`src/rtl/tps_pkg.sv`:
```
package tps_pkg;

    typedef enum logic [2:0] {
        PH_IDLE,
        PH_LDR,
        PH_LDA,
        PH_OP,
        PH_OBS,
        PH_CHK
    } phase_e;

    typedef enum logic {
        MODE_ADDER  = 1'b0,
        MODE_DECODE = 1'b1
    } mode_e;

    localparam logic [3:0] OP_A_IN   = 4'd1;
    localparam logic [3:0] OP_R_A    = 4'd2;
    localparam logic [3:0] OP_OUT_R  = 4'd3;
    localparam logic [3:0] OP_OUT_A  = 4'd4;
    localparam logic [3:0] OP_R_IN   = 4'd5;
    localparam logic [3:0] OP_A_IN2  = 4'd6;
    localparam logic [3:0] OP_ADD    = 4'd7;
    localparam logic [3:0] OP_OR     = 4'd8;
    localparam logic [3:0] OP_AND    = 4'd9;
    localparam logic [3:0] OP_NOT    = 4'd10;

    localparam logic [3:0] DEC_FIRST = 4'd1;
    localparam logic [3:0] DEC_LAST  = 4'd10;

endpackage

```
`src/rtl/tps_stim_gen.sv`:
```
module tps_stim_gen
    import tps_pkg::*;
#(
    parameter int             DW     = 8,
    parameter int             OPW    = 4,
    parameter int             IW     = 8,
    parameter logic [DW-1:0]  DEC_IN = 8'h5A,
    parameter logic [DW-1:0]  DEC_A  = 8'h0F,
    parameter logic [DW-1:0]  DEC_R  = 8'h33
) (
    input  phase_e          phase,
    input  mode_e           mode,
    input  logic [IW-1:0]   idx,
    output logic            valid,
    output logic [3:0]      code,
    output logic [DW-1:0]   din
);

    logic [DW-1:0] a_op;
    logic [DW-1:0] r_op;
    logic [3:0]    op_code;
    logic          is_add;

    assign is_add  = (mode == MODE_ADDER);
    assign a_op    = DW'(idx[2*OPW-1:OPW]);
    assign r_op    = DW'(idx[OPW-1:0]);
    assign op_code = is_add ? OP_ADD : idx[3:0];

    always_comb begin
        valid = 1'b0;
        code  = 4'd0;
        din   = '0;
        case (phase)
            PH_LDR: begin
                valid = 1'b1;
                code  = OP_R_IN;
                din   = is_add ? r_op : DEC_R;
            end
            PH_LDA: begin
                valid = 1'b1;
                code  = OP_A_IN;
                din   = is_add ? a_op : DEC_A;
            end
            PH_OP: begin
                valid = 1'b1;
                code  = op_code;
                din   = is_add ? '0 : DEC_IN;
            end
            PH_OBS: begin
                valid = 1'b1;
                code  = OP_OUT_A;
                din   = is_add ? '0 : DEC_IN;
            end
            default: begin
                valid = 1'b0;
            end
        endcase
    end

endmodule

```
`src/rtl/tps_ref_model.sv`:
```
module tps_ref_model
    import tps_pkg::*;
#(
    parameter int DW = 8
) (
    input  logic          clk,
    input  logic          rst_n,
    input  logic          valid,
    input  logic [3:0]    code,
    input  logic [DW-1:0] din,
    output logic [DW-1:0] exp_out
);

    typedef struct packed {
        logic [DW-1:0] acc;
        logic [DW-1:0] rreg;
        logic [DW-1:0] outr;
    } regs_t;

    regs_t m_d, m_q;

    always_comb begin
        m_d = m_q;
        if (valid) begin
            case (code)
                OP_A_IN, OP_A_IN2: m_d.acc  = din;
                OP_R_A:            m_d.rreg = m_q.acc;
                OP_OUT_R:          m_d.outr = m_q.rreg;
                OP_OUT_A:          m_d.outr = m_q.acc;
                OP_R_IN:           m_d.rreg = din;
                OP_ADD:            m_d.acc  = m_q.acc + m_q.rreg;
                OP_OR:             m_d.acc  = m_q.acc | m_q.rreg;
                OP_AND:            m_d.acc  = m_q.acc & m_q.rreg;
                OP_NOT:            m_d.acc  = ~m_q.acc;
                default:           m_d      = m_q;
            endcase
        end
    end

    always_ff @(posedge clk) begin
        if (!rst_n) m_q <= '0;
        else        m_q <= m_d;
    end

    assign exp_out = m_q.outr;

    // only the two output instructions may change the expected output
    a_r6_out_only_on_out_ops : assert property (@(posedge clk) disable iff (!rst_n)
        (!(valid && (code == OP_OUT_R || code == OP_OUT_A))) |=> $stable(exp_out));

endmodule

```
`src/rtl/func_test_seq.sv`:
```
module func_test_seq
    import tps_pkg::*;
#(
    parameter int            DW     = 8,
    parameter int            OPW    = 4,
    parameter logic [DW-1:0] DEC_IN = 8'h5A,
    parameter logic [DW-1:0] DEC_A  = 8'h0F,
    parameter logic [DW-1:0] DEC_R  = 8'h33,
    localparam int           IW     = (2*OPW > 4) ? 2*OPW : 4,
    localparam int           NPAIR  = 1 << (2*OPW)
) (
    input  logic          clk,
    input  logic          rst_n,
    input  logic          start,
    input  logic          mode_sel,
    output logic          instr_valid,
    output logic [3:0]    instr_code,
    output logic [DW-1:0] in_data,
    input  logic [DW-1:0] proc_out,
    output logic          busy,
    output logic          done,
    output logic          fail,
    output logic [IW-1:0] fail_index
);

    localparam logic [IW-1:0] ADD_LAST = IW'(NPAIR - 1);
    localparam logic [IW-1:0] DEC_END  = IW'(DEC_LAST);
    localparam logic [IW-1:0] DEC_BEG  = IW'(DEC_FIRST);

    typedef struct packed {
        phase_e        phase;
        mode_e         mode;
        logic [IW-1:0] idx;
        logic          done;
        logic          fail;
        logic [IW-1:0] fail_idx;
    } seq_t;

    seq_t st_d, st_q;

    logic [DW-1:0] exp_out;
    logic          last_step;
    logic          mismatch;

    tps_stim_gen #(
        .DW    (DW),
        .OPW   (OPW),
        .IW    (IW),
        .DEC_IN(DEC_IN),
        .DEC_A (DEC_A),
        .DEC_R (DEC_R)
    ) u_stim (
        .phase(st_q.phase),
        .mode (st_q.mode),
        .idx  (st_q.idx),
        .valid(instr_valid),
        .code (instr_code),
        .din  (in_data)
    );

    tps_ref_model #(
        .DW(DW)
    ) u_ref (
        .clk    (clk),
        .rst_n  (rst_n),
        .valid  (instr_valid),
        .code   (instr_code),
        .din    (in_data),
        .exp_out(exp_out)
    );

    assign last_step = (st_q.mode == MODE_ADDER) ? (st_q.idx == ADD_LAST)
                                                 : (st_q.idx == DEC_END);
    assign mismatch  = (proc_out != exp_out);

    always_comb begin
        st_d = st_q;
        case (st_q.phase)
            PH_IDLE: begin
                if (start) begin
                    st_d.mode     = mode_e'(mode_sel);
                    st_d.idx      = (mode_sel == 1'b1) ? DEC_BEG : '0;
                    st_d.phase    = PH_LDR;
                    st_d.done     = 1'b0;
                    st_d.fail     = 1'b0;
                    st_d.fail_idx = '0;
                end
            end
            PH_LDR: st_d.phase = PH_LDA;
            PH_LDA: st_d.phase = PH_OP;
            PH_OP:  st_d.phase = PH_OBS;
            PH_OBS: st_d.phase = PH_CHK;
            PH_CHK: begin
                if (mismatch) begin
                    st_d.fail     = 1'b1;
                    st_d.fail_idx = st_q.idx;
                    st_d.done     = 1'b1;
                    st_d.phase    = PH_IDLE;
                end else if (last_step) begin
                    st_d.done  = 1'b1;
                    st_d.phase = PH_IDLE;
                end else begin
                    st_d.idx   = st_q.idx + 1'b1;
                    st_d.phase = PH_LDR;
                end
            end
            default: st_d.phase = PH_IDLE;
        endcase
    end

    always_ff @(posedge clk) begin
        if (!rst_n) begin
            st_q <= '{phase: PH_IDLE, mode: MODE_ADDER, idx: '0,
                      done: 1'b0, fail: 1'b0, fail_idx: '0};
        end else begin
            st_q <= st_d;
        end
    end

    assign busy       = (st_q.phase != PH_IDLE);
    assign done       = st_q.done;
    assign fail       = st_q.fail;
    assign fail_index = st_q.fail_idx;

    // the R load is always followed by the A load
    a_r3_ldr_then_lda : assert property (@(posedge clk) disable iff (!rst_n)
        (st_q.phase == PH_LDR) |=> (instr_valid && instr_code == OP_R_IN ? 1'b0 : instr_valid && instr_code == OP_A_IN));

    // observation phase presents the output instruction
    a_r3_obs_code : assert property (@(posedge clk) disable iff (!rst_n)
        (st_q.phase == PH_OBS) |-> (instr_valid && instr_code == OP_OUT_A));

    // compare cycle issues nothing
    a_r3_chk_gap : assert property (@(posedge clk) disable iff (!rst_n)
        (st_q.phase == PH_CHK) |-> !instr_valid);

    // the mode is not changed by start during a run
    a_r2_mode_held : assert property (@(posedge clk) disable iff (!rst_n)
        (busy && start) |=> $stable(st_q.mode));

    // a failure is always reported together with done
    a_r7_fail_with_done : assert property (@(posedge clk) disable iff (!rst_n)
        fail |-> (done && !busy));

    // results hold while idle without start
    a_r8_result_hold : assert property (@(posedge clk) disable iff (!rst_n)
        (done && !busy && !start) |=> (done && $stable(fail) && $stable(fail_index)));

endmodule

```
`config.mk`:
```
export PLATFORM = sky130hd
export DESIGN_NAME = func_test_seq
export DESIGN_NICKNAME = d
export VERILOG_FILES = /design/src/rtl/tps_pkg.sv /design/src/rtl/tps_stim_gen.sv /design/src/rtl/tps_ref_model.sv /design/src/rtl/func_test_seq.sv
export SDC_FILE = /design/constraint.sdc
export NUM_CORES = 1
export LEC_CHECK = 0
export BUFFER_PORTS_ARGS = -buffer_cell sky130_fd_sc_hd__buf_4
export CAP_MARGIN = 5
export CORE_MARGIN = 3
export CORE_UTILIZATION = 33
export DETAILED_ROUTE_END_ITERATION = 8
export PLACE_DENSITY_LB_ADDON = 0.12
export SYNTH_ARGS = -nofsm -noshare
export SYNTH_HDL_FRONTEND = slang
export SYNTH_SLANG_ARGS = --single-unit
```
`constraint.sdc`:
```
create_clock -name clk -period 2.3 [get_ports clk]
set_clock_uncertainty 0.15 [all_clocks]
set_input_delay 0.23 -clock clk [delete_from_list [all_inputs] [get_ports clk]]
set_output_delay 0.23 -clock clk [all_outputs]
set_load 0.005 [all_outputs]
```
== Word-level counts from Yosys, hierarchy flattened ==
Cells that the tools add are included.

* Register bits after elaboration: 46
* Latch bits: 0
* RAM bits: 0
* ROM bits: 0
* Bits of input ports: 12
* Output and inout port bits: 24
* Word-level logic and storage cells: 75
* Memories kept: 0

* Add/sub/neg operators: 2
* $mul: 0
* Div/mod/pow operators: 0
* Order comparisons: 0
* Eq/ne operators: 23
* Shift operators: 0
* Mux-type cells: 22
* Bitwise operators: 3
* Reductions and logical operators: 16

{| class="wikitable"
|+ Operators by type and width
! operator !! count
|-
| $pmux 8 s5 || 1
|-
| $pmux 18 s2 || 1
|-
| $pmux 8 s2 || 2
|-
| $pmux 8 s3 || 1
|-
| $mux 22 || 1
|-
| $pmux 3 s6 || 1
|-
| $eq 4x3->1 const B || 4
|-
| $mux 8 || 2
|-
| $pmux 4 s4 || 1
|-
| $eq 4x4->1 const B || 3
|-
| $mux 9 || 1
|-
| $add 8x1->8 const B || 1
|-
| $add 8x8->8 || 1
|-
| $and 8x8->8 || 1
|-
| $eq 4x2->1 const B || 2
|-
| $eq 8x4->1 const B || 1
|-
| $eq 8x8->1 const B || 1
|-
| $mux 4 || 2
|-
| $ne 2x2->1 const B || 4
|-
| $ne 8x8->1 || 1
|-
| $not 8->8 || 1
|-
| $or 8x8->8 || 1
|-
| $reduce_and 2->1 || 4
|-
| $mux 7 || 1
|-
| other kinds (16) || 27
|}

== Longest topological paths before layout ==
Gate-level depths: netlist of the first run.

* Depth after elaboration: 6
* Mapped depth: 9
* Depth with buffers taken out: 9

== By module ==
From an unflattened synthesis of the first run, not the netlist that was laid out.

* Cells, all modules: 442
* Area total of the unflattened synthesis: 3732.3 µm²

{| class="wikitable"
|+ By module, submodules not included
! module !! instances !! cells an instance !! area an instance (µm²) !! sequential area each (µm²)
|-
| tps_ref_model || 1 || 251 || 2147.1 || 480.5
|-
| func_test_seq || 1 || 152 || 1327.5 || 440.4
|-
| tps_stim_gen || 1 || 39 || 257.7 || 0.0
|}

== Least setup slack after synthesis of the first run ==
OpenSTA, ideal clock, no wires.

* Path kind: reg2reg
* Start point: register st_q[18] (netlist bit)
* End point: register st_q[17] (netlist bit)
* Setup time: 0.119 ns
* Data arrival time: 2.054 ns
* Required time: 2.031 ns
* Slack: -0.023 ns
* Cell stages (with the launch flop): 10
* Path buffers: 1
* Clock period less this slack: 2.323 ns
* Cell sequence: dfxtp_1 -> buf_2 -> inv_1 -> ha_1 -> inv_1 -> or4_1 -> and4_4 -> o2111a_1 -> xnor2_1 -> nor2_1

* Cells in the longest elaborated chain, start to end: 3

{| class="wikitable"
|+ Ends and longest elaborated chain
! element !! line !! source
|-
| start: declaration || func_test_seq.sv:39 || <nowiki>seq_t st_d, st_q;</nowiki>
|-
| start signal: assignment || func_test_seq.sv:113 || <nowiki>st_q <= '{phase: PH_IDLE, mode: MODE_ADDER, idx: '0,</nowiki>
|-
| start signal: assignment || func_test_seq.sv:116 || <nowiki>st_q <= st_d;</nowiki>
|-
| $mux 1 || func_test_seq.sv:72 || <nowiki>assign last_step = (st_q.mode == MODE_ADDER) ? (st_q.idx == ADD_LAST)</nowiki>
|-
| $ne 2x2->1 (no line) || n/a ||
|-
| $reduce_and 4->1 (no line) || n/a ||
|}

No other way between the ends.
A chain may end at the register's enable or synchronous reset.

== Final worst setup path of the first run ==
Ends and elaborated chain as after synthesis.

==> out/qor.yml, run 1 <==
global_routing:
  grtUsageTotal: 0.178
  grt_pass1_vias: 3134
  grt_overflow: 0
  grt_pass1_wl_um: 16100
  grt_max_degree: 21
  antenna_found_initial: 0
place:
  place_congestion: 0.857
  port_buffers: 34
  post-dp-hpwl_um: 7670
clocking:
  clk_path_buf_depth: 2
  numClockSinks: 46
  clock_latency_ns: 0.31
  post_cts_buffers: 0
  path_clk_slew_ns: 0.10
  htree_levels: 2
  cts_tree: "done"
  hold_buffers: 0
  cts_root_buf: "clkbuf_8"
  cts-buffers-inserted: 5
cells_and_area:
  fin_nets: 514
  antennaDiodeCount: 0
  area_delta_synth_final_pct: 21.4
  drive_gt1_frac: 0.252
  fin_util: 0.415
  final_cell_mix: "buf_4 (73), nor2_1 (61), dfxtp_1 (44), nand2_1 (34), a21oi_1 (31)"
  layout.cells.most_common: "buf_4"
sta:
  max_freq_mhz: 452
  slew_viol_final: 0
  min_period_ns: 2.21
  period_share: 0.962
  finalHoldViolCount: 0
  setup_viol: 0
  setup_tns_ns: 0
  worst_pin_slew_ns: 0.534
  slew_headroom: 0.644
worst_setup_path:
  crit_path_end_kind: "flop"
  reg2reg_to: "st_q[17]"
  worstRegToRegCells: 7
  crit_arrival_ns: 2.27
  cp_max_fo: 11
  r2r_slack_ns: 0.09
  crit_required_ns: 2.35
  start_kind: "flop"
  r2r_start: "st_q[18]"
  critPathKind: "reg -> reg"
synth:
  syn_area_per_cell_um2: 8.00
  synth_flop_cell: "dfxtp_1"
  ys_seq_elements: 46
  ys_warn_count: 0
  syn_nets: 459
  synth_seq_area_share: 0.273
  async_flop_share: 0
  synth_cell_types: 72
  synth_area_um2: 3370
  synth_cells: 421
  synth_edf_count: 0
min_path:
  worstHoldPathCells: 2
  hold_path_class: "in -> reg"
  holdPathEnd: "st_q[10]"
  hp-start: "rst_n"
power:
  internal_power_mw: 1.37
  pwr-share-comb: 0.253
  p_leak_nw: 1.74
  sequentialPowerShare: 0.427
  p_total_mw: 2.01
  p_sw_frac: 0.318
  powerDensity_nw_per_um2: 491
  ir_worst_vdd_mv: 0.256
  p_switching_mw: 0.639
  clkPwrFrac: 0.321
route:
  wl_met1_um: 4500
  drt_wl_total_um: 9920
  drc: 0
  wl_per_cell_um: 16.3
  route.met2.wl_um: 4780
  firstDrtPassIters: 4
  highest_layer: "met4"
  postRouteAntennaNets: 0
  wl_met3_um: 276
  drt_iter0_drc: 120
  via_count: 3119
  viasPerCell: 5.11
run_status:
  outcome: "finished clean"
floorplanning:
  coreArea_um2: 9860
  die_w_um: 107
  io_pins: 36
  start_util: 0.342
  dieArea_um2: 11500
  rows: 36
  die_h_um: 107
flow_run:
  maxCapViolCount: 0
per-layer routing:
layer,global-route usage,vias up
li1,-,1572
met1,0.219,1461
met2,0.309,61
met3,0.0247,25
met4,0.0758,0
met5,0,-
logic make-up after synthesis:
kind of cell / count (synthesis) / synth area share
AOI/OAI and AO/OA: 109 / 0.226
xor gates and xnor gates: 18 / 0.0468
adders and majority gates: 26 / 0.0988
buffers and inverters: 58 / 0.0843
DFF: 46 / 0.273
muxes: 14 / 0.0423
other: 1 / 0.00111
and+or+nand+nor: 149 / 0.227
critical path: stages, from the launching register on:
cell      delay, ns
dfxtp_2        0.36
buf_6          0.13
ha_2           0.27
or4_1          0.55
and4_4         0.22
o2111a_1       0.24
xnor2_1        0.13
nor2_1         0.05
metrics by stage:
step / worst slack [ns] / cell area [µm²] / cells / hold slack, ns
6_report: 0.0866 / 4090 / 610 / 0.118
5_1_grt: -0.0116 / 4090 / 610 / 0.115
3_5_place_dp: 0.0720 / 3930 / 602 / 0.296
2_1_floorplan: 0.0119 / 3370 / 421 / 0.235
4_1_cts: 0.0482 / 4040 / 610 / 0.109
3_3_place_gp: 0.106 / 3930 / 602 / 0.289
power by group through the flow:
stage / clock [mW] / combinational, mW / sequential [mW]
floorplan: 0 / 0.327 / 0.869
finish: 0.643 / 0.507 / 0.856
global route: 0.692 / 0.559 / 0.861
global placement: 0 / 0.496 / 0.874
CTS: 0.669 / 0.502 / 0.856
detailed placement: 0 / 0.499 / 0.874
flip-flops by register name, summed over array words and instances (netlist names):
signal,flops
done,1
fail_index,8
fail,1
u_ref.m_q,16
st_q,12
u_ref.exp_out,8
repair_timing:
| item | CTS | global route |
|---|---|---|
| gates resized for setup | 0 | 14 |
| setup endpoints to repair | 0 | 17 |
| hold endpoints to repair | 0 | 0 |
cells in the mapped netlist (all sizes together) (8+ instances only):
cell type / number / area, µm²
a211oi: 13 / 103
a21oi: 33 / 176
buf: 19 / 138
dfxtp: 46 / 921
ha: 25 / 313
inv: 32 / 120
mux2i: 12 / 120
nand2: 36 / 140
nor2: 62 / 235
nor3: 10 / 76.3
o21ai: 24 / 135
xnor2: 10 / 87.6
xor2: 8 / 70.1
area by class of cell:
class                           count  area (µm²)
Tap cell                          133         166
Sequential cell                    46         923
Fill cell                        1022        5780
Clock buffer                        5        68.8
Timing Repair Buffer               74         559
Inverter                           32         120
Multi-Input combinational cell    317        2210
Clock inverter                      3        43.8
how the worst max path moves through the flow:
stage	slack (ns)	cells past startpoint	start	endpoint
global placement	0.11	8	st_q[18]	st_q[17]
CTS	0.05	6	st_q[20]	in_data[3]
global route	-0.01	10	st_q[18]	u_ref.exp_out[0]
floorplan	0.01	9	st_q[18]	st_q[17]
finish	0.09	7	st_q[18]	st_q[17]
detailed placement	0.07	8	st_q[18]	st_q[17]
(Power assumes the default switching activity.)
==> run 2, diff against run 1 <==
- CORE_UTILIZATION: 33 -> 45
==> run 2 against run 1 <==
Compared with the run above:
- power decreased by 6.3%
- hold slack got worse by 0.0047 ns
- combinational power decreased by 2%
- cell count decreased by 6.2%
- critical path depth increased by 1
- via count increased by 1.6%
- utilization increased by 15 points
- critical path type unchanged
==> out/qor.yml, run 2 (synthesis results as in run 1) <==
worst_setup_path:
  slowest_delay_ns: 0.42
  path_cells: "inv_1 > ha_1 > nand2_1 > or3_4 > o21bai_2 > nor2b_1 > a221oi_2 > a221oi_1"
  crit_required_ns: 2.31
  cp_max_fo: 4
  crit_path_end_kind: "flop"
  start_kind: "flop"
  crit_arrival_ns: 2.23
  critPathKind: "reg -> reg"
  cp_slowest_cell: "or3_4"
clocking:
  cts_tree: "done"
  htree_levels: 2
  path_clk_slew_ns: 0.10
  cts_root_buf: "clkbuf_8"
  clk_path_buf_depth: 2
  cts-buffers-inserted: 5
  clock_latency_ns: 0.31
  numClockSinks: 46
global_routing:
  use_met3: 0.0276
  grt_max_degree: 20
  grt_overflow: 0
  antenna_found_initial: 0
  grt_util_met2: 0.311
  busiest_layer: "met1"
  grtUsageTotal: 0.215
  grt_use_met1: 0.334
  grt_pass1_vias: 2829
  grt_pass1_wl_um: 14700
sta:
  period_share: 0.965
  slew_headroom: 0.557
  setup_tns_ns: 0
  finalHoldViolCount: 0
  worst_pin_slew_ns: 0.665
  fin_ws_ns: 0.0802
  max_freq_mhz: 450
  setup_viol: 0
  slew_viol_final: 0
  min_period_ns: 2.22
  whs_ns: 0.113
cells_and_area:
  drive_gt1_frac: 0.242
  area_delta_synth_final_pct: 18.2
  layout.cells.most_common: "buf_4"
  final_cell_mix: "buf_4 (73), nor2_1 (61), dfxtp_1 (44), nand2_1 (34), a21oi_1 (31)"
  regMostFlops: "u_ref.m_q"
  antennaDiodeCount: 0
  fin_util: 0.568
  reg_top3: "u_ref.m_q (16), st_q (12)"
  largest_reg_flops: 16
  multiInputGateArea_um2: 2180
  fin_nets: 513
  regArea_um2: 923
  final_cell_area_um2: 3980
  nFillCells: 659
route:
  wl_per_cell_um: 16.1
  viasPerCell: 5.54
  firstDrtPassIters: 5
  postRouteAntennaNets: 0
  via_count: 3170
  drc: 0
  drt_wl_total_um: 9220
  drt_iter0_drc: 253
power:
  p_leak_nw: 1.71
  powerDensity_nw_per_um2: 472
  ir_worst_vdd_mv: 0.231
run_status:
  outcome: "finished clean"
place:
  place_congestion: 0.920
  placed_area_um2: 3870
  place_ws_ns: -0.0118
  post-dp-hpwl_um: 7040
  port_buffers: 34
floorplanning:
  rows: 30
  io_pins: 36
  die_w_um: 92.5
  dieArea_um2: 8560
  start_util: 0.480
  die_h_um: 92.5
  coreArea_um2: 7020
flow_run:
  maxCapViolCount: 0
min_path:
  hold_path_class: "in -> reg"
-- run 2: path summary, 6_finish.rpt --
path | from | to | slack (ns) | cells after the start
worst min register to register | done | done | 0.31 | 2
worst min-delay path | rst_n | u_ref.m_q[18] | 0.11 | 2
worst max-delay path | st_q[12] | u_ref.m_q[19] | 0.08 | 8
worst max register to register | st_q[12] | u_ref.m_q[19] | 0.08 | 8
-- run 2: final cells by class --
type | count | share of cell area
multi-input combinational | 317 | 0.548
sequential | 46 | 0.232
timing repair buffer | 73 | 0.138
inverter | 32 | 0.0302
tap | 96 | 0.0302
clock buffer | 5 | 0.0173
clock inverter | 3 | 0.00534
-- run 2: power breakdown --
group / internal (mW) / total [mW] / switching, mW
clock: 0.214 / 0.523 / 0.309
sequential: 0.828 / 0.860 / 0.0320
combinational: 0.212 / 0.496 / 0.283
total: 1.25 / 1.88 / 0.624
-- run 2: per-stage QoR --
| stage | power [mW] | instances |
|---|---|---|
| after detailed placement | 1.36 | 563 |
| after CTS | 1.87 | 571 |
| final | 1.88 | 572 |
| after floorplan | 1.20 | 421 |
| after global placement | 1.35 | 563 |
| after global routing | 1.97 | 572 |
-- run 2: repair_timing --
action | 4_1_cts | 5_1_grt
hold buffers | 0 | 0
endpoints found under the setup margin | 1 | 17
setup buffers | 0 | 1
resized for setup | 1 | 7
pin swaps | 0 | 1
-- run 2: critical path, delay by kind of cell, from the launching register on --
family | cells | cell delay, ns
AO/OA/AOI/OAI | 3 | 0.59
AND/OR/NAND/NOR | 3 | 0.64
buffers and inverters | 1 | 0.10
flip-flops | 1 | 0.32
adder cells (fa/ha/maj) | 1 | 0.27
-- run 2: metal layers --
metal	wire length, µm	share of wire
met5	0	0
met2	3840	0.42
met4	73	0.0079
met1	4690	0.51
met3	610	0.066
==> run 3, diff against run 2 <==
- CTS_CLUSTER_SIZE: unset -> 40
- clock period: 2.3 -> 2.63 ns (I/O delays scaled with it)
==> run 3 against run 2 <==
Compared with the run above:
- hold slack improved by 0.038 ns
- sequential share of layout area rose by 0.91 points
- utilization decreased by 2.3 points
- global-route usage grew 0.052 points
- cell count is 3.8% lower
- register-to-register slack better by 0.08 ns
- largest power group unchanged
- highest routed layer unchanged
==> out/qor.yml, run 3 (synthesis results as in run 1) <==
run_status:
  outcome: "finished clean"
cells_and_area:
  layout.cells.most_common: "nor2_1"
  fin_nets: 491
  regMostFlops: "u_ref.m_q"
  area_delta_synth_final_pct: 13.5
  antennaDiodeCount: 0
  final_cell_mix: "nor2_1 (61), buf_4 (51), dfxtp_1 (46), nand2_1 (33), a21oi_1 (32)"
  drive_gt1_frac: 0.194
  nFillCells: 697
  reg_top3: "u_ref.m_q (16), st_q (12)"
  final_cell_count_no_fill: 550
  fin_util: 0.545
  largest_reg_flops: 16
place:
  place_inst: 542
  post-dp-hpwl_um: 6970
  port_buffers: 34
  place_congestion: 0.894
worst_setup_path:
  crit_family: "compound AO/OA/AOI/OAI gates"
  worstRegToRegCells: 8
  slowest_delay_ns: 0.50
  crit_arrival_ns: 2.47
  crit_cells: 8
  path_cells: "inv_1 > ha_1 > a211oi_1 > o21bai_1 > a2111oi_0 > nor3_1 > nand4b_1 > o221ai_1"
  path_buf_inv: 1
  start_kind: "flop"
  cp_max_fo: 5
  critPathKind: "reg -> reg"
  cp_slowest_cell: "a2111oi_0"
  crit_path_end_kind: "flop"
  crit_required_ns: 2.63
route:
  viasPerCell: 5.62
  firstDrtPassIters: 5
  drt_wl_total_um: 9050
  drt_iter0_drc: 153
  wl_per_cell_um: 16.5
  postRouteAntennaNets: 0
  via_count: 3092
  drc: 0
global_routing:
  grt_pass1_wl_um: 14800
  grt_max_degree: 29
  grt_pass1_vias: 2816
  antenna_found_initial: 0
  grt_overflow: 0
  grtUsageTotal: 0.216
power:
  internal_power_mw: 1.17
  p_leak_nw: 1.60
  p_sw_frac: 0.306
  powerDensity_nw_per_um2: 442
  clkPwrFrac: 0.317
  sequentialPowerShare: 0.446
  pwr-share-comb: 0.237
  ir_worst_vdd_mv: 0.186
  p_switching_mw: 0.518
clocking:
  cts-resized-gates: 0
  cts_tree: "done"
  htree_levels: 2
  numClockSinks: 46
  cts_root_buf: "clkbuf_8"
  hold_buffers: 0
  post_cts_buffers: 0
  clock_latency_ns: 0.30
  path_clk_slew_ns: 0.09
  clk_path_buf_depth: 2
  cts-buffers-inserted: 5
min_path:
  worstHoldPathCells: 2
  hold_path_class: "in -> reg"
sta:
  whs_ns: 0.151
  period_share: 0.938
  min_period_ns: 2.47
  max_freq_mhz: 406
  slew_headroom: 0.358
  slew_viol_final: 0
  setup_viol: 0
  finalHoldViolCount: 0
  grt_setup_unrepaired: "no"
  setup_tns_ns: 0
  worst_pin_slew_ns: 0.962
floorplanning:
  start_util: 0.480
  dieArea_um2: 8560
  io_pins: 36
  die_h_um: 92.5
  coreArea_um2: 7020
  rows: 30
  die_w_um: 92.5
flow_run:
  maxCapViolCount: 0
[run 3: routing by layer]
layer,global-route usage,share of wire,vias up,wire [µm]
li1,-,-,1523,-
met1,0.343,0.52,1438,4730
met2,0.298,0.39,116,3580
met3,0.0276,0.067,15,607
met4,0.0569,0.015,0,137
met5,0,0,-,0
[run 3: worst paths after layout]
path | start | end | slack [ns]
min reg2reg | done | done | 0.30
max reg2reg | u_ref.m_q[17] | u_ref.m_q[23] | 0.16
max | u_ref.m_q[17] | u_ref.m_q[23] | 0.16
min | rst_n | st_q[10] | 0.15
[run 3: cell type report]
type,instances,area [µm²],share of cell area
Multi-Input combinational cell,317,2170,0.567
Sequential cell,46,921,0.241
Timing Repair Buffer,51,383,0.100
Inverter,32,120,0.0314
Tap cell,96,120,0.0314
Clock buffer,6,72.6,0.0190
Clock inverter,2,37.5,0.00982
[run 3: power groups by stage]
stage | clock (mW) | combinational [mW] | sequential [mW]
after global placement | 0 | 0.398 | 0.770
final | 0.536 | 0.401 | 0.755
after global routing | 0.578 | 0.446 | 0.760
after floorplan | 0 | 0.286 | 0.760
after CTS | 0.553 | 0.399 | 0.754
after detailed placement | 0 | 0.396 | 0.771
[run 3: worst register-to-register path: stages, from the launching register on]
cell,delay (ns)
dfxtp_1,0.42
inv_1,0.12
ha_1,0.30
a211oi_1,0.27
o21bai_1,0.16
a2111oi_0,0.50
nor3_1,0.17
nand4b_1,0.12
o221ai_1,0.10
[run 3: metrics by stage]
step | total power, mW | area (µm²) | setup WS (ns)
final | 1.69 | 3820 | 0.164
after floorplan | 1.05 | 3370 | 0.307
after global placement | 1.17 | 3710 | 0.262
after CTS | 1.71 | 3820 | 0.173
after detailed placement | 1.17 | 3710 | 0.192
after global routing | 1.78 | 3820 | 0.0640
